[src/rtl/crt_pkg.sv]
package crt_pkg;
  localparam int BYTE_W = 8;
  localparam int ADDR_W = 3;

  localparam logic [ADDR_W-1:0] A_CTRL   = 3'd0;
  localparam logic [ADDR_W-1:0] A_CNT_LO = 3'd1;
  localparam logic [ADDR_W-1:0] A_CNT_HI = 3'd2;
  localparam logic [ADDR_W-1:0] A_CAP_LO = 3'd3;
  localparam logic [ADDR_W-1:0] A_CAP_HI = 3'd4;

  typedef struct packed {
    logic ovf_flag;
    logic ext_flag;
    logic rx_sel;
    logic tx_sel;
    logic ext_en;
    logic run;
    logic pin_src;
    logic cap_mode;
  } ctrl_t;
endpackage

[src/rtl/crt_edge_sync.sv]
module crt_edge_sync #(
  parameter int STAGES = 2
) (
  input  logic clk,
  input  logic rst_n,
  input  logic pin_i,
  output logic fall_o
);
  // sh[STAGES-1:0] is the synchronizer; sh[STAGES] holds the previous sample
  logic [STAGES:0] sh;

  always_ff @(posedge clk or negedge rst_n) begin
    if (!rst_n) sh <= '0;
    else        sh <= {sh[STAGES-1:0], pin_i};
  end

  assign fall_o = sh[STAGES] & ~sh[STAGES-1];

  // a falling edge is reported for one cycle only
  a_r3_fall_single: assert property (@(posedge clk) disable iff (!rst_n)
    fall_o |=> !fall_o);
endmodule

[src/rtl/crt_counter.sv]
module crt_counter
  import crt_pkg::*;
#(
  parameter int CNT_W = 16
) (
  input  logic                   clk,
  input  logic                   rst_n,
  input  logic [CNT_W/BYTE_W-1:0] cnt_wr,
  input  logic [CNT_W/BYTE_W-1:0] cap_wr,
  input  logic [BYTE_W-1:0]      wdata,
  input  logic                   inc,
  input  logic                   ovf_rl_en,
  input  logic                   ext_reload,
  input  logic                   ext_capture,
  output logic [CNT_W-1:0]       cnt_o,
  output logic [CNT_W-1:0]       cap_o,
  output logic                   ovf_o
);
  localparam int NB = CNT_W / BYTE_W;

  logic sw_cnt;
  logic do_reload;

  assign sw_cnt    = |cnt_wr;
  assign ovf_o     = inc & (&cnt_o) & ~sw_cnt;
  assign do_reload = (ovf_o & ovf_rl_en) | ext_reload;

  always_ff @(posedge clk or negedge rst_n) begin
    if (!rst_n) begin
      cnt_o <= '0;
    end else if (sw_cnt) begin
      for (int b = 0; b < NB; b++)
        if (cnt_wr[b]) cnt_o[b*BYTE_W +: BYTE_W] <= wdata;
    end else if (do_reload) begin
      cnt_o <= cap_o;
    end else if (inc) begin
      cnt_o <= cnt_o + CNT_W'(1);
    end
  end

  always_ff @(posedge clk or negedge rst_n) begin
    if (!rst_n) begin
      cap_o <= '0;
    end else if (|cap_wr) begin
      for (int b = 0; b < NB; b++)
        if (cap_wr[b]) cap_o[b*BYTE_W +: BYTE_W] <= wdata;
    end else if (ext_capture) begin
      cap_o <= cnt_o;
    end
  end

  // a reload lands the previous pair value in the counter
  a_r4_reload_value: assert property (@(posedge clk) disable iff (!rst_n)
    (do_reload && !sw_cnt) |=> (cnt_o == $past(cap_o)));

  // a plain increment adds exactly one
  a_r3_step_one: assert property (@(posedge clk) disable iff (!rst_n)
    (inc && !do_reload && !sw_cnt) |=> (cnt_o == $past(cnt_o) + CNT_W'(1)));

  // a capture stores the count seen before the edge
  a_r6_capture_value: assert property (@(posedge clk) disable iff (!rst_n)
    (ext_capture && cap_wr == '0) |=> (cap_o == $past(cnt_o)));

  // writing only the low count byte leaves the high byte alone
  a_r11_other_byte_holds: assert property (@(posedge clk) disable iff (!rst_n)
    (cnt_wr == 2'b01) |=> (cnt_o[CNT_W-1 -: BYTE_W] == $past(cnt_o[CNT_W-1 -: BYTE_W])));
endmodule

[src/rtl/crt_ctrl.sv]
module crt_ctrl
  import crt_pkg::*;
(
  input  logic  clk,
  input  logic  rst_n,
  input  logic  wr,
  input  ctrl_t wdata,
  input  logic  ovf,
  input  logic  ext_evt,
  input  logic  tmr_ie,
  input  logic  glb_ie,
  output ctrl_t ctrl_o,
  output logic  irq_o,
  output logic  rx_tick_o,
  output logic  tx_tick_o
);
  ctrl_t nxt;
  logic  baud;

  assign baud = ctrl_o.rx_sel | ctrl_o.tx_sel;

  always_comb begin
    nxt = ctrl_o;
    if (wr) nxt = wdata;
    if (ovf && !baud) nxt.ovf_flag = 1'b1;
    if (ext_evt) nxt.ext_flag = 1'b1;
  end

  always_ff @(posedge clk or negedge rst_n) begin
    if (!rst_n) begin
      ctrl_o    <= '0;
      rx_tick_o <= 1'b0;
      tx_tick_o <= 1'b0;
    end else begin
      ctrl_o    <= nxt;
      rx_tick_o <= ovf & ctrl_o.rx_sel;
      tx_tick_o <= ovf & ctrl_o.tx_sel;
    end
  end

  assign irq_o = (ctrl_o.ovf_flag | ctrl_o.ext_flag) & tmr_ie & glb_ie;

  // a wrap outside baud mode raises the overflow flag
  a_r7_ovf_sets_flag: assert property (@(posedge clk) disable iff (!rst_n)
    (ovf && !baud) |=> ctrl_o.ovf_flag);

  // a wrap in baud mode does not touch the overflow flag
  a_r8_baud_no_flag: assert property (@(posedge clk) disable iff (!rst_n)
    (ovf && baud && !wr) |=> $stable(ctrl_o.ovf_flag));

  // flags fall only after a control write
  a_r10_ovf_flag_sticky: assert property (@(posedge clk) disable iff (!rst_n)
    !wr |=> !$fell(ctrl_o.ovf_flag));
  a_r10_ext_flag_sticky: assert property (@(posedge clk) disable iff (!rst_n)
    !wr |=> !$fell(ctrl_o.ext_flag));
endmodule

[src/rtl/cap_reload_timer.sv]
module cap_reload_timer
  import crt_pkg::*;
#(
  parameter int SYNC_STAGES = 2
) (
  input  logic              clk,
  input  logic              rst_n,
  input  logic              reg_wr,
  input  logic [ADDR_W-1:0] reg_addr,
  input  logic [BYTE_W-1:0] reg_wdata,
  output logic [BYTE_W-1:0] reg_rdata,
  input  logic              tick_en,
  input  logic              cnt_pin,
  input  logic              trig_pin,
  input  logic              tmr_ie,
  input  logic              glb_ie,
  output logic              irq,
  output logic              rx_baud_tick,
  output logic              tx_baud_tick
);
  localparam int CNT_W = 2 * BYTE_W;
  localparam int NPIN  = 2;

  logic [NPIN-1:0] pins;
  logic [NPIN-1:0] falls;
  logic            cnt_fall, trig_fall;

  assign pins = {trig_pin, cnt_pin};

  for (genvar p = 0; p < NPIN; p++) begin : g_pin
    crt_edge_sync #(.STAGES(SYNC_STAGES)) u_sync (
      .clk    (clk),
      .rst_n  (rst_n),
      .pin_i  (pins[p]),
      .fall_o (falls[p])
    );
  end

  assign cnt_fall  = falls[0];
  assign trig_fall = falls[1];

  ctrl_t            ctrl;
  logic [CNT_W-1:0] cnt, cap;
  logic             ovf, inc, ext_evt;
  logic             wr_ctrl;
  logic [1:0]       cnt_wr, cap_wr;

  assign wr_ctrl = reg_wr && (reg_addr == A_CTRL);
  assign cnt_wr  = {reg_wr && (reg_addr == A_CNT_HI), reg_wr && (reg_addr == A_CNT_LO)};
  assign cap_wr  = {reg_wr && (reg_addr == A_CAP_HI), reg_wr && (reg_addr == A_CAP_LO)};

  assign inc     = ctrl.run & (ctrl.pin_src ? cnt_fall : tick_en);
  assign ext_evt = ctrl.ext_en & trig_fall;

  crt_counter #(.CNT_W(CNT_W)) u_cnt (
    .clk         (clk),
    .rst_n       (rst_n),
    .cnt_wr      (cnt_wr),
    .cap_wr      (cap_wr),
    .wdata       (reg_wdata),
    .inc         (inc),
    .ovf_rl_en   (~ctrl.cap_mode | ctrl.rx_sel | ctrl.tx_sel),
    .ext_reload  (ext_evt & ~ctrl.cap_mode),
    .ext_capture (ext_evt & ctrl.cap_mode),
    .cnt_o       (cnt),
    .cap_o       (cap),
    .ovf_o       (ovf)
  );

  crt_ctrl u_ctrl (
    .clk       (clk),
    .rst_n     (rst_n),
    .wr        (wr_ctrl),
    .wdata     (ctrl_t'(reg_wdata)),
    .ovf       (ovf),
    .ext_evt   (ext_evt),
    .tmr_ie    (tmr_ie),
    .glb_ie    (glb_ie),
    .ctrl_o    (ctrl),
    .irq_o     (irq),
    .rx_tick_o (rx_baud_tick),
    .tx_tick_o (tx_baud_tick)
  );

  always_comb begin
    case (reg_addr)
      A_CTRL:   reg_rdata = ctrl;
      A_CNT_LO: reg_rdata = cnt[BYTE_W-1:0];
      A_CNT_HI: reg_rdata = cnt[CNT_W-1 -: BYTE_W];
      A_CAP_LO: reg_rdata = cap[BYTE_W-1:0];
      A_CAP_HI: reg_rdata = cap[CNT_W-1 -: BYTE_W];
      default:  reg_rdata = '0;
    endcase
  end

  // no interrupt while either enable is low
  a_r9_irq_gated: assert property (@(posedge clk) disable iff (!rst_n)
    irq |-> (tmr_ie && glb_ie));

  // with the trigger disabled, a trigger edge leaves the flag low
  a_r5_trig_disabled: assert property (@(posedge clk) disable iff (!rst_n)
    (trig_fall && !ctrl.ext_en && !ctrl.ext_flag && !wr_ctrl) |=> !ctrl.ext_flag);
endmodule

[config.mk]
export PLATFORM = sky130hd
export DESIGN_NAME = cap_reload_timer
export DESIGN_NICKNAME = d
export VERILOG_FILES = /design/src/rtl/crt_pkg.sv /design/src/rtl/crt_edge_sync.sv /design/src/rtl/crt_counter.sv /design/src/rtl/crt_ctrl.sv /design/src/rtl/cap_reload_timer.sv
export SDC_FILE = /design/constraint.sdc
export NUM_CORES = 1
export LEC_CHECK = 0
export ABC_AREA = 1
export CAP_MARGIN = 5
export CORE_MARGIN = 5
export CORE_UTILIZATION = 35
export DETAILED_ROUTE_END_ITERATION = 16
export GPL_TIMING_DRIVEN = 0
export PLACE_DENSITY_LB_ADDON = 0.08
export SYNTH_ARGS = -nofsm -noshare
export SYNTH_HDL_FRONTEND = slang
export SYNTH_SLANG_ARGS = --single-unit
export TNS_END_PERCENT = 100
[constraint.sdc]
create_clock -name clk -period 5 [get_ports clk]
set_input_delay 0.75 -clock clk [delete_from_list [all_inputs] [get_ports clk]]
set_output_delay 0.75 -clock clk [all_outputs]
set_load 0.05 [all_outputs]
**Word-level counts from Yosys, hierarchy flattened**

Cells that the tools add are included.
Widths: inputs -> output; s select.

- Register bits after elaboration: 48
- Input port bits: 19
- Output and inout port bits: 11
- Word-level logic and storage cells: 80

- $add $sub $neg: 1
- Eq/ne operators: 8
- Muxes and demuxes: 14
- Bitwise logic cells: 22
- Reductions and logical operators: 19

Operator list:

| kind | number |
|---|---|
| $mux 16 | 5 |
| $mux 8 | 5 |
| $pmux 8 s5 | 1 |
| $add 16x1->16 const B | 1 |
| $reduce_and 16->1 | 1 |
| $and 1x1->1 | 13 |
| $ne 2x2->1 const B | 4 |
| $reduce_and 2->1 | 4 |
| $eq 3x2->1 const B | 2 |
| $logic_and 1x1->1 | 6 |
| $reduce_bool 2->1 | 3 |
| $or 1x1->1 | 5 |
| $not 1->1 | 4 |
| $reduce_or 2->1 | 2 |
| $eq 3x1->1 const B | 1 |
| $eq 3x3->1 const B | 1 |
| $logic_not 3->1 | 1 |
| $mux 1 | 3 |
| $reduce_bool 3->1 | 1 |
| $logic_not 1->1 | 1 |

**Depth between registers and ports, before layout**

- Depth after elaboration: 10
- Mapped depth: 13
- Gate-level depth less buffers: 12

**Modules after synthesis**

Synthesis repeated with hierarchy kept, for this count alone.

- Cells, all modules: 498
- Area, all modules: 3462.1 um^2

By module, submodules not included:

| module | instances | cells an instance | area each (um^2) | sequential area each (um^2) |
|---|---|---|---|---|
| crt_counter | 1 | 332 | 2364.8 | 800.8 |
| cap_reload_timer | 1 | 109 | 523.0 | 0.0 |
| crt_ctrl | 1 | 47 | 404.1 | 250.2 |
| crt_edge_sync | 2 | 5 | 85.1 | 75.1 |

**Worst setup path after synthesis**

No wires, ideal clock.

- Kind: input-to-output
- Start point: in reg_addr[0]
- End point: out reg_rdata[0]
- Arrival: 2.138 ns
- Slack: 2.112 ns
- Stages: 3
- Buffers on the path: 0
- Path through: nor2_2 -> nand2_1 -> o21ai_0

- Word-level cells in the longest chain between the ends: 2
- Elaborated cells on any way between the ends: 6
- Classes of those cells: eq/ne: 4; mux: 1; reduce/logical: 1

Ends and longest elaborated chain:

| element | line | source |
|---|---|---|
| start, declared | cap_reload_timer.sv:9 | `input logic [ADDR_W-1:0] reg_addr,` |
| $eq 3x3->1, or another cell as far along | cap_reload_timer.sv:86 | `case (reg_addr)` |
| $pmux 8 s5 (*) | cap_reload_timer.sv:86 |  |
| end, declared | cap_reload_timer.sv:11 | `output logic [BYTE_W-1:0] reg_rdata,` |

Mark *: on every way between the ends. The rest lies on a longest branch, timed or not.

**Worst setup path after layout**

- Start point: in reg_addr[0]
- End point: out reg_rdata[2]

Same word-level chain as after synthesis.

==> out/qor.csv <==
metric,value,unit
worst skew pair latency,0.31,ns
worst setup margin,0.717,ns
FF-to-FF Start,u_cnt.cnt_o[1],
die width,104,um
# setup viols final,0,
synth warn,0,
Clock Path Buffers,2,
cells taking the most area after synthesis,"dfrtp_1 (39%), nand2_1 (13%), nand4_1 (6.4%)",
Std-Cell Rows,34,
WHS Path Cells,0,
Setup Skew,0.00891,ns
postcts setup bufs,0,
number of CTS-inserted buffers,5,
CP peak stage delay,0.87,ns
crit-path cells,"clkdlybuf4s50_1, inv_2, nor3_1, a22oi_1, o2111ai_1, clkdlybuf4s50_1",
Starting Density,0.358,
Root Driver,clkbuf_8,
Port Buffers,28,
Worst Path Arrival,3.53,ns
post-synth top area cell,dfrtp_1,
clk slew on worst S/H paths,0.11,ns
Core ar.,0.00868,mm2
routed wire length,10.1,mm
kind of critical path,in -> out,
worst reg2reg endpoint,u_cnt.cnt_o[9],
vias in the first global route,2867,
crit end category,primary output,
largest net degree at the start of global routing,32,
CP Launch Type,input port,
Inserted Diodes,0,
Hold Path Class,reg -> reg,
GRT overflow,0,
pre-CTS setup slack,0.742,ns
io pins,30,
worst slew pin tran,1.13,ns
Rel. slew slack,0.241,
RSZ-0062 raised after global routing,no,
Seq cells post-synth,48,
post-CTS resize count,0,
Avg Inst Size Synth,7.79,um2
overall routing resource usage,0.187,
post-synth top area share,0.386,
"Distinct cells, synth",35,
sequential-to-total area share from yosys stat,0.386,
CP max-delay cell,nor3_1,
clock sink count,48,
Post-Route Utilization,0.419,
DRC,0,
global routing's busiest layer,met2,
fmax,0.234,GHz
net count after synthesis,419,
Buf/Inv on CP,3,
DR iter-0 viols,240,
hold_buf cts,0,
Worst Hold Path EP,g_pin[0].u_sync.sh[1],
vias per cell,5.53,
first-pass GRT wire length,16.0,mm
Crit path top cell by count,clkdlybuf4s50_1,
Area Growth Syn to Fin,16.9,%
initial antenna violation count,0,
Post-DRT Antenna Nets,0,
final hold violations,0,
Max Cap Viol,0,
Pleak,1.62,nW
critical path's top delay family,buffers and inverters,
outcome,"complete, no violations",
Critical Path RT,4.25,ns
TritonCTS clock tree,done,
fraction of layout cells with a size suffix above 1,0.126,
clock period minus worst slack,4.28,ns
Tcrit/Tclk final,0.857,
htree depth,2,
Vias,3008,
Syn Std Cell Area,0.00311,mm2
Worst Path Max Fanout,8,
die height,104,um
total chip power,0.00147,W
maximum vdd drop,0.000141,V
final setup TNS,0,ns
RePlAce Congestion,0.919,
grt met1 use,0.275,
met3 Usage GRT,0.0267,
DP Wirelength,7.88,mm
R2R setup slack,2.79,ns
hold_sp,g_pin[0].u_sync.sh[0],
DR WL/cell,18.6,um
fin. max-slew vios,0,
area of the die,0.0109,mm2
Initial DRT Pass Iterations,4,
reg2reg path depth,13,
GRT met2 Usage,0.283,
Pwr per Cell Area,406,mW/mm2
Nets,455,
Post-Syn Instances,399,
-- area by class of cell --
cell class / instances / area (um2)
Tap cell: 108 / 135
Multi-Input combinational cell: 298 / 1660
Buffer: 14 / 98.8
Clock buffer: 5 / 68.8
Inverter: 39 / 146
Timing Repair Buffer: 29 / 295
Clock inverter: 3 / 26.3
Fill cell: 915 / 5040
Sequential cell: 48 / 1200
-- layout by cell type, fill, tap and decap left out, drive strengths merged, types with 2 or more instances in the layout --
master and instances:
dfrtp 48, nor2 25, nor3 5, inv 41
o2111ai 2, a21oi 2, nand2 113, clkdlybuf4s50 27
o21ai 34, nand4 34, nand3 51, a31oi 6
clkbuf 8, xor2 12, a221oi 6, o22ai 3
a22oi 2, buf 13
-- Yosys cell counts, drive strengths merged --
| library cell | n |
|---|---|
| nand4 | 34 |
| clkbuf | 3 |
| a221oi | 6 |
| a21oi | 2 |
| dfrtp | 48 |
| nand2 | 113 |
| o2111ai | 2 |
| nand3 | 51 |
| inv | 39 |
| a22oi | 2 |
| xor2 | 12 |
| ha | 1 |
| nor2 | 25 |
| a31oi | 6 |
| nor3 | 5 |
| xnor2 | 1 |
| o21ai | 34 |
| o22ai | 3 |
| buf | 11 |
| o31ai | 1 |
-- state kept, by name, summed over array words and instances, names as in the netlist --
register,flops
u_ctrl.rx_tick_o,1
u_cnt.cap_o,16
g_pin.u_sync.sh,6
u_cnt.cnt_o,16
u_ctrl.tx_tick_o,1
u_ctrl.ctrl_o,8
-- metrics by stage --
step	hold WS (ns)	instances	cell area (um2)
2_1_floorplan	0.331	399	3110
3_3_place_gp	0.335	535	3520
6_report	0.357	544	3630
4_1_cts	0.362	544	3630
5_1_grt	0.367	544	3630
3_5_place_dp	0.336	536	3540
-- logic make-up (layout without fill, tap and decap cells) --
kind of cell	count (synthesis)	count (layout)	synth area share
xor+xnor	13	13	0.0366
compound gates	56	56	0.106
fa+ha+maj	1	1	0.00402
flops	48	48	0.386
simple gates	228	228	0.388
buf+inv	53	90	0.0789
-- how the worst max path moves through the flow --
stage,start,end,slack (ns),cells past startpoint
after floorplan,reg_addr[0],reg_rdata[0],2.11,3
after global placement,reg_addr[1],reg_rdata[4],0.75,6
after detailed placement,reg_addr[1],reg_rdata[1],0.74,6
after CTS,reg_addr[1],reg_rdata[1],0.74,6
after global routing,reg_addr[1],reg_rdata[5],0.48,6
final,reg_addr[0],reg_rdata[2],0.72,6
-- report_power, final --
part | internal [W] | leakage [nW] | switching [W]
registers | 0.000506 | 0.604 | 0.000157
clock network | 0.000103 | 0.0491 | 0.000155
logic | 0.000216 | 0.965 | 0.000337
total | 0.000826 | 1.62 | 0.000649
-- routing by layer --
metal,routed length [um],vias up
li1,-,1447
met5,0,-
met4,226,0
met3,520,21
met2,4570,103
met1,4810,1437
-- worst reg2reg max path: stages (launching register included) --
cell	delay [ns]
dfrtp_1	0.50
ha_1	0.23
nand3_1	0.18
inv_2	0.10
nand2_1	0.10
nor2_2	0.21
nand2_4	0.11
nand2_8	0.11
nand2_4	0.11
buf_8	0.19
nand3_2	0.06
nand3_1	0.08
nand2_1	0.07
nand2_1	0.06
Note: power is estimated with default switching activity, not from simulation.
